File: src/rtl/rdy_pkg.sv
package rdy_pkg;

    typedef enum logic [1:0] {
        RDY_HOLD  = 2'd0,   // reset or supply not yet released
        RDY_WAIT  = 2'd1,   // counting a boot or wake interval
        RDY_LIVE  = 2'd2,   // bus accepted
        RDY_SLEEP = 2'd3    // power-down pin high
    } rdy_state_e;

    typedef struct packed {
        rdy_state_e state;
        logic       bus_en;
        logic       sleep;
        logic       core_rst_n;
    } rdy_regs_t;

endpackage

File: src/rtl/rdy_sync.sv
module rdy_sync #(
    parameter int               WIDTH   = 1,
    parameter int               STAGES  = 2,
    parameter logic [WIDTH-1:0] RST_VAL = '0
) (
    input  logic             clk,
    input  logic             arst_n,
    input  logic [WIDTH-1:0] d,
    output logic [WIDTH-1:0] q
);

    logic [WIDTH-1:0] stg_q [STAGES];

    always_ff @(posedge clk or negedge arst_n) begin
        if (!arst_n) stg_q[0] <= RST_VAL;
        else         stg_q[0] <= d;
    end

    for (genvar g = 1; g < STAGES; g++) begin : g_stage
        always_ff @(posedge clk or negedge arst_n) begin
            if (!arst_n) stg_q[g] <= RST_VAL;
            else         stg_q[g] <= stg_q[g-1];
        end
    end

    assign q = stg_q[STAGES-1];

endmodule

File: src/rtl/rdy_interval.sv
module rdy_interval #(
    parameter int CNT_W = 9
) (
    input  logic             clk,
    input  logic             arst_n,
    input  logic             clear,
    input  logic             load,
    input  logic [CNT_W-1:0] load_val,
    input  logic             tick,
    output logic [CNT_W-1:0] cnt,
    output logic             zero
);

    logic [CNT_W-1:0] cnt_d, cnt_q;

    always_comb begin
        cnt_d = cnt_q;
        if (clear)                    cnt_d = '0;
        else if (load)                cnt_d = load_val;
        else if (tick && cnt_q != '0) cnt_d = cnt_q - CNT_W'(1);
    end

    always_ff @(posedge clk or negedge arst_n) begin
        if (!arst_n) cnt_q <= '0;
        else         cnt_q <= cnt_d;
    end

    assign cnt  = cnt_q;
    assign zero = (cnt_q == '0);

endmodule

File: src/rtl/rdy_seq.sv
module rdy_seq
    import rdy_pkg::*;
#(
    parameter int BOOT_MS     = 60,
    parameter int WAKE_MS     = 50,
    parameter int PEN_W       = 8,
    parameter int SYNC_STAGES = 2
) (
    input  logic             clk,
    input  logic             rst_pin_n,
    input  logic             supply_ok,
    input  logic             pdown,
    input  logic             sec_pending,
    input  logic [PEN_W-1:0] pen_ms,
    input  logic             ms_tick,
    output logic             bus_en,
    output logic             sleep,
    output logic             core_rst_n
);

    localparam int               CNT_W   = $clog2(BOOT_MS + (1 << PEN_W));
    localparam logic [CNT_W-1:0] BOOT_LD = CNT_W'(BOOT_MS);
    localparam logic [CNT_W-1:0] WAKE_LD = CNT_W'(WAKE_MS);

    logic       rst_s;
    logic [1:0] pins_s;
    logic       sup_s;
    logic       pdn_s;

    // reset release: async assert, synchronized deassert
    rdy_sync #(.WIDTH(1), .STAGES(SYNC_STAGES), .RST_VAL(1'b0)) u_rst_sync (
        .clk    (clk),
        .arst_n (rst_pin_n),
        .d      (1'b1),
        .q      (rst_s)
    );

    rdy_sync #(.WIDTH(2), .STAGES(SYNC_STAGES), .RST_VAL(2'b00)) u_pin_sync (
        .clk    (clk),
        .arst_n (rst_pin_n),
        .d      ({supply_ok, pdown}),
        .q      (pins_s)
    );

    assign sup_s = pins_s[1];
    assign pdn_s = pins_s[0];

    logic             cnt_load;
    logic             cnt_clear;
    logic [CNT_W-1:0] cnt_val;
    logic [CNT_W-1:0] cnt_q;
    logic             cnt_zero;

    rdy_interval #(.CNT_W(CNT_W)) u_interval (
        .clk      (clk),
        .arst_n   (rst_pin_n),
        .clear    (cnt_clear),
        .load     (cnt_load),
        .load_val (cnt_val),
        .tick     (ms_tick),
        .cnt      (cnt_q),
        .zero     (cnt_zero)
    );

    rdy_regs_t seq_d, seq_q;

    always_comb begin
        seq_d     = seq_q;
        cnt_load  = 1'b0;
        cnt_clear = 1'b0;
        cnt_val   = BOOT_LD;

        if (!rst_s || !sup_s) begin
            seq_d.state = RDY_HOLD;
            cnt_clear   = 1'b1;
        end else begin
            unique case (seq_q.state)
                RDY_HOLD: begin
                    if (pdn_s) begin
                        seq_d.state = RDY_SLEEP;
                    end else begin
                        cnt_load    = 1'b1;
                        cnt_val     = BOOT_LD + (sec_pending ? CNT_W'(pen_ms) : '0);
                        seq_d.state = RDY_WAIT;
                    end
                end
                RDY_WAIT: begin
                    if (pdn_s) begin
                        seq_d.state = RDY_SLEEP;
                        cnt_clear   = 1'b1;
                    end else if (cnt_zero) begin
                        seq_d.state = RDY_LIVE;
                    end
                end
                RDY_LIVE: begin
                    if (pdn_s) seq_d.state = RDY_SLEEP;
                end
                RDY_SLEEP: begin
                    if (!pdn_s) begin
                        cnt_load    = 1'b1;
                        cnt_val     = WAKE_LD;
                        seq_d.state = RDY_WAIT;
                    end
                end
                default: seq_d.state = RDY_HOLD;
            endcase
        end

        seq_d.bus_en     = (seq_d.state == RDY_LIVE);
        seq_d.sleep      = pdn_s;
        seq_d.core_rst_n = (seq_d.state != RDY_HOLD);
    end

    always_ff @(posedge clk or negedge rst_pin_n) begin
        if (!rst_pin_n) begin
            seq_q.state      <= RDY_HOLD;
            seq_q.bus_en     <= 1'b0;
            seq_q.sleep      <= 1'b0;
            seq_q.core_rst_n <= 1'b0;
        end else begin
            seq_q <= seq_d;
        end
    end

    assign bus_en     = seq_q.bus_en;
    assign sleep      = seq_q.sleep;
    assign core_rst_n = seq_q.core_rst_n;

endmodule

File: config.mk
export PLATFORM = sky130hd
export DESIGN_NAME = rdy_seq
export DESIGN_NICKNAME = d
export VERILOG_FILES = /design/src/rtl/rdy_pkg.sv /design/src/rtl/rdy_sync.sv /design/src/rtl/rdy_interval.sv /design/src/rtl/rdy_seq.sv
export SDC_FILE = /design/constraint.sdc
export NUM_CORES = 1
export LEC_CHECK = 0
export BUFFER_PORTS_ARGS = -buffer_cell sky130_fd_sc_hd__buf_2
export CAP_MARGIN = 20
export CORE_MARGIN = 5
export CORE_UTILIZATION = 40
export CTS_CLUSTER_DIAMETER = 80
export CTS_CLUSTER_SIZE = 24
export DETAILED_ROUTE_END_ITERATION = 16
export HOLD_SLACK_MARGIN = 0.15
export PLACE_DENSITY = 0.64
export SYNTH_ARGS = -nofsm -noshare
export SYNTH_HDL_FRONTEND = slang
export SYNTH_SLANG_ARGS = --single-unit
File: constraint.sdc
create_clock -name clk -period 2.4 [get_ports clk]
set_input_delay 0.12 -clock clk [delete_from_list [all_inputs] [get_ports clk]]
set_output_delay 0.12 -clock clk [all_outputs]
set_load 0.1 [all_outputs]
### Yosys cells after proc, flatten, opt, wreduce, memory -nomap -nowiden

Cells that the tools add are included.

* $add $sub $neg: 2
* eq/ne operators: 4
* multiplexer cells: 21
* reductions and logical operators: 10

Operators by type and width (count)
* 9-bit 2-to-1 mux: 5
* 9-bit one-hot mux with 2 select lines: 1
* 2-bit 2-to-1 mux: 6
* 6-bit by 8-bit adder with 9-bit output, first input constant: 1
* 9-bit zero test: 1
* 9-bit nonzero test: 1
* 9-bit by 1-bit subtractor with 9-bit output, second input constant: 1
* 8-bit 2-to-1 mux: 1
* 2-bit one-hot mux with 4 select lines: 1
* 2-bit equality test, second input constant: 3
* 1-bit 2-to-1 mux: 6
* 4-bit 2-to-1 mux: 1
* 3-bit nonzero test: 1
* 2-bit by 1-bit equality test with 1-bit output, second input constant: 1
* 1-bit zero test: 2
* 2-bit zero test: 1
* 2-bit nonzero test: 1
* 2-bit OR reduction: 1
* 1-bit logical AND: 1
* 1-bit logical OR: 1

* register bits: 20
* input port bits: 14
* logic and storage cells: 46

### Depth between registers and ports, before layout

* depth after elaboration: 7
* depth in mapped cells: 7

### Modules after synthesis

Synthesis repeated with hierarchy kept, for this count alone.

* cells, all modules: 140
* area total of the unflattened synthesis: 1387.6 um^2

Modules (own cells, without submodules)
* rdy_interval: instances 1, cells an instance 63, area each 644.4 um^2
* rdy_seq: instances 1, cells an instance 69, area each 578.1 um^2
* rdy_sync at u_pin_sync: instances 1, cells an instance 6, area each 115.1 um^2
* rdy_sync at u_rst_sync: instances 1, cells an instance 2, area each 50.0 um^2

### Least setup slack after synthesis

No wires, ideal clock.

* path type: register -> register
* from: register seq_q[3] (netlist name)
* to: register u_interval.cnt_q[4] (netlist: u_interval.cnt[4])
* setup time: 0.125 ns
* data arrival time: 1.627 ns
* data required time: 2.275 ns
* path slack: 0.648 ns
* cell stages (with the launch flop): 8
* path buffers: 0
* period minus slack after synthesis: 1.752 ns
* cells stage by stage: dfrtp_1 inv_1 ha_1 nor2_2 nand3_2 nor2_1 a221oi_1 mux2_2

* word-level cells in the longest chain between the ends: 6
* elaborated cells between the ends (all ways): 13
* classes of those cells: eq/ne: 2; mux: 8; reduce/logical: 3

Ends and longest elaborated chain
* from (decl): line rdy_seq.sv:65 `rdy_regs_t seq_d, seq_q;`
* from (signal assigned): line rdy_seq.sv:121 `seq_q <= seq_d;`
* 2-bit equality test / 2-bit zero test (equally long branches): line rdy_seq.sv:77 `unique case (seq_q.state)`
* 2-bit OR reduction (no line)
* 1-bit 2-to-1 mux
* 1-bit 2-to-1 mux: line rdy_seq.sv:73 `if (!rst_s || !sup_s) begin`
* 9-bit 2-to-1 mux: line rdy_interval.sv:19 `else if (load) cnt_d = load_val;`
* 9-bit 2-to-1 mux: line rdy_interval.sv:18 `if (clear) cnt_d = '0;`
* to (signal assigned): line rdy_interval.sv:25 `else cnt_q <= cnt_d;`
* to (decl): line rdy_interval.sv:14 `logic [CNT_W-1:0] cnt_d, cnt_q;`

Several ways; a longest one is shown, not always the timed one.
A chain may end at the register's enable or synchronous reset.

### Worst setup path after layout

Ends and elaborated chain as after synthesis.

==> impl_metrics.env <==
export IMPL_tns_ns=0
export IMPL_status="completed"
export IMPL_clk_path_buf_depth=2
export IMPL_finalPower_uw=928.2
export IMPL_grt_use_total_pct=13.85
export IMPL_yosysSeqAreaShare_pct=40.57
export IMPL_slowest_stage="dfrtp_1"
export IMPL_criticalPathCategory="reg -> reg"
export IMPL_reg2reg_slack_ns=0.39
export IMPL_post_cts_buffers=0
export IMPL_die_x_um=65.54
export IMPL_ir_drop_v=0.0002360
export IMPL_min_period_ns=2.014
export IMPL_grt_pass1_wl_um=4588
export IMPL_vias=1043
export IMPL_max_slew_margin_pct=62.06
export IMPL_crit_family="simple AND/OR/NAND/NOR gates"
export IMPL_setup_viol=0
export IMPL_fmax_mhz=496.5
export IMPL_clock_latency_ns=0.30
export IMPL_timing_max_transition_violations_final=0
export IMPL_cp_end_kind="flop"
export IMPL_maxCapViolations=0
export IMPL_grt_pass1_vias=992
export IMPL_arrival_ns=2.20
export IMPL_cts_root_buf="clkbuf_4"
export IMPL_synth_cell_type_count=44
export IMPL_drcViolationCount=0
export IMPL_place_inst=177
export IMPL_drive_gt1_share_pct=22.52
export IMPL_n_fill_cell=281
export IMPL_syn_inst=130
export IMPL_cellLeakagePower_nw=0.6527
export IMPL_ant_nets=0
export IMPL_async_reset_ff_share_pct=100.0
export IMPL_critPathMaxFanout=8
export IMPL_die_y_um=65.54
export IMPL_n_antenna_cell=0
export IMPL_path_clk_slew_ns=0.12
export IMPL_dieArea_um2=4295
export IMPL_cts_tree="built"
export IMPL_cts_made_buffers=3
export IMPL_fin_crit_sh_pct=83.92
export IMPL_via_per_inst=5.668
export IMPL_first_pass_iters=5
export IMPL_path_cells="inv_1, ha_1, nor2_2, nand3_2, nor2_1, a221oi_1, mux2_2"
export IMPL_syn_to_final_growth_pct=15.01
export IMPL_drt_iter0_drc=89
export IMPL_hold_viol=0
export IMPL_required_ns=2.59
export IMPL_initial_utilization_pct=41.08
export IMPL_nets=172
export IMPL_max_stage_delay_ns=0.44
export IMPL_rows=20
export IMPL_ios=17
export IMPL_numClockSinks=20
export IMPL_overflow=0
export IMPL_synth_edf_count=0
export IMPL_tightestPinTransition_ns=0.5648
export IMPL_port_buffers=16
export IMPL_hold_class="in -> reg"
export IMPL_wl_per_cell_um=14.74
export IMPL_htreeDepth=1
export IMPL_rsz0062_at_grt="false"
export IMPL_yosysWarningCount=0
export IMPL_antenna_found_initial=0
export IMPL_gp_congestion=0.8748
export IMPL_critPathBufInv=1
export IMPL_ys_flop_type="dfrtp_1"
export IMPL_start_kind="flop"
export IMPL_power_density_nw_per_um2=654.2
export IMPL_final_cells=184
export IMPL_hpwl_um=2107
export IMPL_synthesis_nets=150
export IMPL_netlist_area_um2=1234
export IMPL_finClkSkew_ns=0.01129
export IMPL_ys_ff_latch=20
export IMPL_avgSynthCellArea_um2=9.490
export IMPL_drt_total_wl_um=2713
export IMPL_grt_max_degree=21
export IMPL_core_region_area_um2=3003
## power breakdown
| group | leakage, nW | switching [mW] | internal, mW |
|---|---|---|---|
| logic | 0.367 | 0.171 | 0.102 |
| registers | 0.258 | 0.0246 | 0.360 |
| clock network | 0.0279 | 0.102 | 0.169 |
| total | 0.653 | 0.298 | 0.631 |
## layout make-up
type	count	area [um^2]	area share, %
clock buffer	3	22.52	1.587
clock inverter	1	30.03	2.116
inverter	7	26.28	1.852
multi-input combinational	101	688.2	48.50
sequential	20	500.5	35.27
tap	33	41.29	2.910
timing repair buffer	19	110.1	7.760
## per-layer routing
layer	wire length [um]	vias up	track usage, %
li1	-	516	-
met1	1222	486	17.16
met2	1273	35	22.25
met3	159	6	2.393
met4	57	0	8.549
met5	0	-	0
## what timing repair did
item	4_1_cts	5_1_grt
setup endpoints to repair	0	0
gates resized for setup	0	0
hold buffers	3	0
endpoints found under the hold margin	22	0
## worst min-delay path: cells and delay by family
family | cells | cell delay, ns
AOI/OAI and AO/OA | 1 | 0.15
and+or+nand+nor | 1 | 0.06
buffers and inverters | 1 | 0.12
## cells in the mapped netlist, types with 2 or more instances
| library cell | number | area [um^2] |
|---|---|---|
| nand2_1 | 18 | 67.56 |
| a221oi_1 | 2 | 17.52 |
| inv_1 | 7 | 26.28 |
| mux2i_1 | 2 | 20.02 |
| o21ai_0 | 7 | 35.03 |
| xnor2_1 | 3 | 26.28 |
| a21oi_1 | 5 | 25.02 |
| a22o_1 | 2 | 17.52 |
| nand4_1 | 3 | 18.77 |
| or2_1 | 2 | 12.51 |
| nand3_1 | 7 | 35.03 |
| dfrtp_1 | 20 | 500.5 |
| nor2_2 | 2 | 12.51 |
| a32o_1 | 3 | 30.03 |
| a21o_1 | 2 | 15.01 |
| nor2_1 | 10 | 37.54 |
| a221oi_2 | 2 | 30.03 |
| nor3_1 | 2 | 10.01 |
| ha_1 | 6 | 75.07 |
## cell families after synthesis
kind of cell             synth area share (%)
adder cells (fa/ha/maj)                 6.085
AO/OA/AOI/OAI                           20.79
other                                  0.3040
XOR/XNOR                                2.130
multiplexers                            2.535
AND/OR/NAND/NOR                         23.94
buffers and inverters                   3.651
flip-flops                              40.57
## layout by cell type (no fill, tap or decap), types with 2 or more instances in the layout
cell           Yosys  routed
a21o_1             2       2
a21oi_1            5       5
a221oi_1           2       2
a221oi_2           2       2
a22o_1             2       2
a32o_1             3       3
buf_2              1      16
clkbuf_4           0       3
dfrtp_1           20      20
dlygate4sd3_1      0       3
ha_1               6       6
inv_1              7       7
mux2i_1            2       2
nand2_1           18      18
nand3_1            7       7
nand4_1            3       3
nor2_1            10      10
nor2_2             2       2
nor3_1             2       2
o21ai_0            7       7
or2_1              2       2
xnor2_1            3       3
## path summary, 6_finish.rpt
kind                                     start                end  cells past startpoint
setup / recovery                      seq_q[3]  u_interval.cnt[4]                      7
setup reg to reg                      seq_q[3]  u_interval.cnt[4]                      7
min in group asynchronous            rst_pin_n    u_pin_sync.q[0]                      2
hold reg to reg            u_pin_sync.stg_q[3]    u_pin_sync.q[1]                      0
max in group asynchronous            rst_pin_n  u_interval.cnt[7]                      2
hold / removal                         ms_tick  u_interval.cnt[8]                      3
## registers in the layout, indices dropped and copies added, names as in the netlist
register          count
u_interval.cnt        9
core_rst_n            1
bus_en                1
seq_q                 2
sleep                 1
u_rst_sync.q          1
u_pin_sync.stg_q      2
u_rst_sync.stg_q      1
u_pin_sync.q          2
## stage by stage
step                area [um^2]  hold WS [ns]  utilization (%)  worst slack (ns)
floorplan                  1234       -0.1756                -            0.6483
global placement           1336       0.08193            44.50            0.5234
detailed placement         1336       0.08723            44.50            0.4208
CTS                        1419        0.1813            47.25            0.3873
global route               1419        0.2045            47.25            0.3002
finish                     1419        0.1918            47.25            0.3858
(Power assumes the default switching activity.)
